$ cat src/rtl/domain_gate_pkg.sv
package domain_gate_pkg;

  localparam int CODE_W = 2;

  typedef enum logic [CODE_W-1:0] {
    CODE_NONE   = 2'b00,
    CODE_CLIENT = 2'b01,
    CODE_RSVD   = 2'b10,
    CODE_MGR    = 2'b11
  } access_code_e;

  // strobes from control to datapath
  typedef struct packed {
    logic capture;
    logic clear;
  } gate_strobe_t;

endpackage

$ cat src/rtl/domain_gate_ctrl.sv
module domain_gate_ctrl
  import domain_gate_pkg::*;
(
  input  logic         clk,
  input  logic         rstN,
  input  logic         reqValid,
  output gate_strobe_t strobe,
  output logic         rspValid
);

  always_comb begin
    strobe.capture = reqValid;
    strobe.clear   = !reqValid;
  end

  always_ff @(posedge clk or negedge rstN) begin
    if (!rstN) rspValid <= 1'b0;
    else       rspValid <= reqValid;
  end

endmodule

$ cat src/rtl/domain_gate_dp.sv
module domain_gate_dp
  import domain_gate_pkg::*;
#(
  parameter int NUM_DOMAINS = 16,
  localparam int CTL_W = NUM_DOMAINS * CODE_W,
  localparam int ID_W  = $clog2(NUM_DOMAINS)
) (
  input  logic             clk,
  input  logic             rstN,
  input  gate_strobe_t     strobe,
  input  logic [CTL_W-1:0] domainCtl,
  input  logic [ID_W-1:0]  domainId,
  input  logic             permOk,
  output logic             domainFault,
  output logic             permFault,
  output logic             granted
);

  logic [CODE_W-1:0] codeArr [NUM_DOMAINS];

  for (genvar g = 0; g < NUM_DOMAINS; g++) begin : g_field
    assign codeArr[g] = domainCtl[g*CODE_W +: CODE_W];
  end

  access_code_e selCode;
  logic nxtDomFault, nxtPermFault, nxtGranted;

  always_comb begin
    selCode      = access_code_e'(codeArr[domainId]);
    nxtDomFault  = 1'b0;
    nxtPermFault = 1'b0;
    nxtGranted   = 1'b0;
    unique case (selCode)
      CODE_NONE, CODE_RSVD: nxtDomFault = 1'b1;
      CODE_CLIENT: begin
        nxtGranted   = permOk;
        nxtPermFault = !permOk;
      end
      CODE_MGR: nxtGranted = 1'b1;
      default: nxtDomFault = 1'b1;
    endcase
  end

  always_ff @(posedge clk or negedge rstN) begin
    if (!rstN) begin
      domainFault <= 1'b0;
      permFault   <= 1'b0;
      granted     <= 1'b0;
    end else if (strobe.capture) begin
      domainFault <= nxtDomFault;
      permFault   <= nxtPermFault;
      granted     <= nxtGranted;
    end else if (strobe.clear) begin
      domainFault <= 1'b0;
      permFault   <= 1'b0;
      granted     <= 1'b0;
    end
  end

endmodule

$ cat src/rtl/domain_gate.sv
module domain_gate
  import domain_gate_pkg::*;
(
  input  logic        clk,
  input  logic        rstN,
  input  logic        reqValid,
  input  logic [31:0] domainCtl,
  input  logic [3:0]  domainId,
  input  logic        permOk,
  output logic        rspValid,
  output logic        domainFault,
  output logic        permFault,
  output logic        granted
);

  gate_strobe_t strobe;

  domain_gate_ctrl u_ctrl (
    .clk      (clk),
    .rstN     (rstN),
    .reqValid (reqValid),
    .strobe   (strobe),
    .rspValid (rspValid)
  );

  domain_gate_dp #(.NUM_DOMAINS(16)) u_dp (
    .clk         (clk),
    .rstN        (rstN),
    .strobe      (strobe),
    .domainCtl   (domainCtl),
    .domainId    (domainId),
    .permOk      (permOk),
    .domainFault (domainFault),
    .permFault   (permFault),
    .granted     (granted)
  );

endmodule

$ cat config.mk
export PLATFORM = sky130hd
export DESIGN_NAME = domain_gate
export DESIGN_NICKNAME = d
export VERILOG_FILES = /design/src/rtl/domain_gate_pkg.sv /design/src/rtl/domain_gate_ctrl.sv /design/src/rtl/domain_gate_dp.sv /design/src/rtl/domain_gate.sv
export SDC_FILE = /design/constraint.sdc
export NUM_CORES = 1
export LEC_CHECK = 0
export ABC_AREA = 1
export BUFFER_PORTS_ARGS = -buffer_cell sky130_fd_sc_hd__buf_2
export CAP_MARGIN = 20
export CELL_PAD_IN_SITES_DETAIL_PLACEMENT = 2
export CELL_PAD_IN_SITES_GLOBAL_PLACEMENT = 2
export CORE_MARGIN = 2
export CORE_UTILIZATION = 17
export CTS_CLUSTER_SIZE = 28
export DETAILED_ROUTE_END_ITERATION = 12
export GPL_ROUTABILITY_DRIVEN = 0
export PLACE_DENSITY = 0.83
export SYNTH_ARGS = -nofsm -noshare
export SYNTH_HDL_FRONTEND = slang
export SYNTH_SLANG_ARGS = --single-unit
$ cat constraint.sdc
create_clock -name clk -period 1.7 [get_ports clk]
set_clock_uncertainty 0.2 [all_clocks]
set_input_delay 0.255 -clock clk [delete_from_list [all_inputs] [get_ports clk]]
set_output_delay 0.255 -clock clk [all_outputs]
set_load 0.01 [all_outputs]
==> metrics <==
endpoints failing hold 0; Vias/cell 4.01; DP HPWL 1790 µm; register area share after synthesis 18.0%; first-pass GRT wire length 3500 µm; Setup WS pre-CTS 0.0686 ns; pwr dens 459 mW/mm²; Max-slew headroom 78.2%; Worst Path Arrival 1.32 ns; total negative slack 0 ns; clk root buf clkbuf_4; Peak Freq 731 MHz; max-slew violations 0; DR WL/cell 10.9 µm; initial antenna violation count 0; cell taking the most area after synthesis nand2_1; Initial DRT Pass Iterations 3; Placed Cells 193; Layout Cells excl Fill 198; Max VDD drop 0.0783 mV; post-CTS sizing 0; mapped cell area 556 µm²; Initial Utilization 18.0%; Die X 61.2 µm; grt total ovfl 0; Worst Setup End Kind flip-flop; CTS H-tree lvls 1; Syn Inst Count 110; RSZ-0062 raised after global routing false; Final min period 1.37 ns; remaining antenna violation count 0; Leak 0.562 nW; Total Routing Usage GR 12.7%; Crit Path Max Fanout 17; Clock Tree Buf Depth 2; Hold Path Cell Cnt 4; Synth top area share 28.4%; pin count of the biggest net entering global routing 18; DR vias 793; total clock buffers created by CTS 3; maxcap violations 0; fin crit share 80.5%; # diodes 0; Unique masters post-synth 12; WL final 2160 µm; CTS tree done; CP required 1.65 ns; fin worst setup slack 0.331 ns; share of cells above drive strength 1 32.5%; HP Class in -> reg; Final Instance Area 833 µm²; status finished clean; WS Path Type in -> reg; top post-synthesis cells by area nand2_1 28%, nand3_1 21%, dfrtp_1 18%; DP Area 791 µm²; vias in the first global route 844; initial DRC count 2; I/O Buffers 43; FP Rows 20; Worst setup SP type primary input; die area 0.00374 mm²; post-CTS setup buffers 0; Syn. warnings 0; Clk pin slew, worst setup/hold paths 0.04 ns; mean area per synthesized cell 5.05 µm²; Seq cells post-synth 4; Die Height 61.2 µm; NumNets Final 196; total power 0.000382 W; Synth-to-Final Area Change 50.0%; Core Area 0.00308 mm²; worst slew pin tran 0.327 ns; I/O pin total 44; Mapped Nets 150; final setup vio count 0; DRC Markers 0; total clock sinks 4
-- metal layers --
layer / up-vias / part of all wire (%) / GRT usage [%]
li1: 413 / - / -
met1: 354 / 45 / 14.8
met2: 24 / 50 / 23.7
met3: 2 / 4.7 / 1.26
met4: 0 / 0.97 / 4.66
met5: - / 0 / 0
-- final cells by class --
type | count | area, µm²
Tap cell | 44 | 55.1
Timing Repair Buffer | 45 | 235
Fill cell | 411 | 2240
Sequential cell | 4 | 100
Inverter | 27 | 104
Clock buffer | 3 | 22.5
Multi-Input combinational cell | 75 | 317
-- state kept, by name (all words and copies together) (netlist names) --
signal and flops:
u_dp.domainFault 1, u_ctrl.rspValid 1, u_dp.granted 1, u_dp.permFault 1
-- final timing paths --
kind | slack, ns | start | to
max in group asynchronous | 1.02 | rstN | u_ctrl.rspValid
worst max-delay path | 0.33 | domainId[0] | u_dp.permFault
min in group asynchronous | 0.15 | rstN | u_dp.permFault
worst min-delay path | 0.12 | permOk | u_dp.permFault
-- cell families (layout without fill, tap and decap cells) --
kind of cell	after synthesis	count (layout)	share of synthesized area, %
and+or+nand+nor	74	74	56.1
buffers and inverters	31	75	25.0
DFF	4	4	18.0
AOI/OAI and AO/OA	1	1	0.900
-- placed cells by master, fill, tap and decap left out, drive strengths merged --
cell type,Yosys,routed
buf,4,43
clkbuf,0,3
dfrtp,4,4
dlygate4sd3,0,2
inv,27,27
nand2,44,44
nand3,23,23
nor2,7,7
o21ai,1,1
-- synthesized netlist by cell type (all sizes together) --
cell and instances:
nand2 44, inv 27, nand3 23, nor2 7, buf 4, dfrtp 4
o21ai 1
-- power breakdown --
part / total, W / switching (W) / internal [W] / leakage (nW)
logic: 0.000159 / 0.0000872 / 0.0000716 / 0.497
registers: 0.000103 / 0.00000131 / 0.000102 / 0.0514
clock network: 0.000120 / 0.0000413 / 0.0000792 / 0.0138
-- worst max-delay path, cell delays in order --
cell	delay, ns
buf_2	0.29
inv_4	0.15
nand2_1	0.09
nand3_1	0.07
nand3_1	0.09
nand3_1	0.08
nand2_1	0.09
nand2_1	0.07
nor2_1	0.14
-- timing repair --
item	in CTS	in global routing
setup endpoints to repair	0	0
hold endpoints to repair	5	0
hold buffers	2	0
-- through the flow --
step                hold WS (ns)  utilization, %
floorplan                 -0.241               -
global placement          -0.141            25.7
detailed placement        -0.136            25.7
CTS                        0.122            27.1
global route               0.149            27.1
finish                     0.117            27.1
No activity file was read; power rests on OpenSTA's default activity.
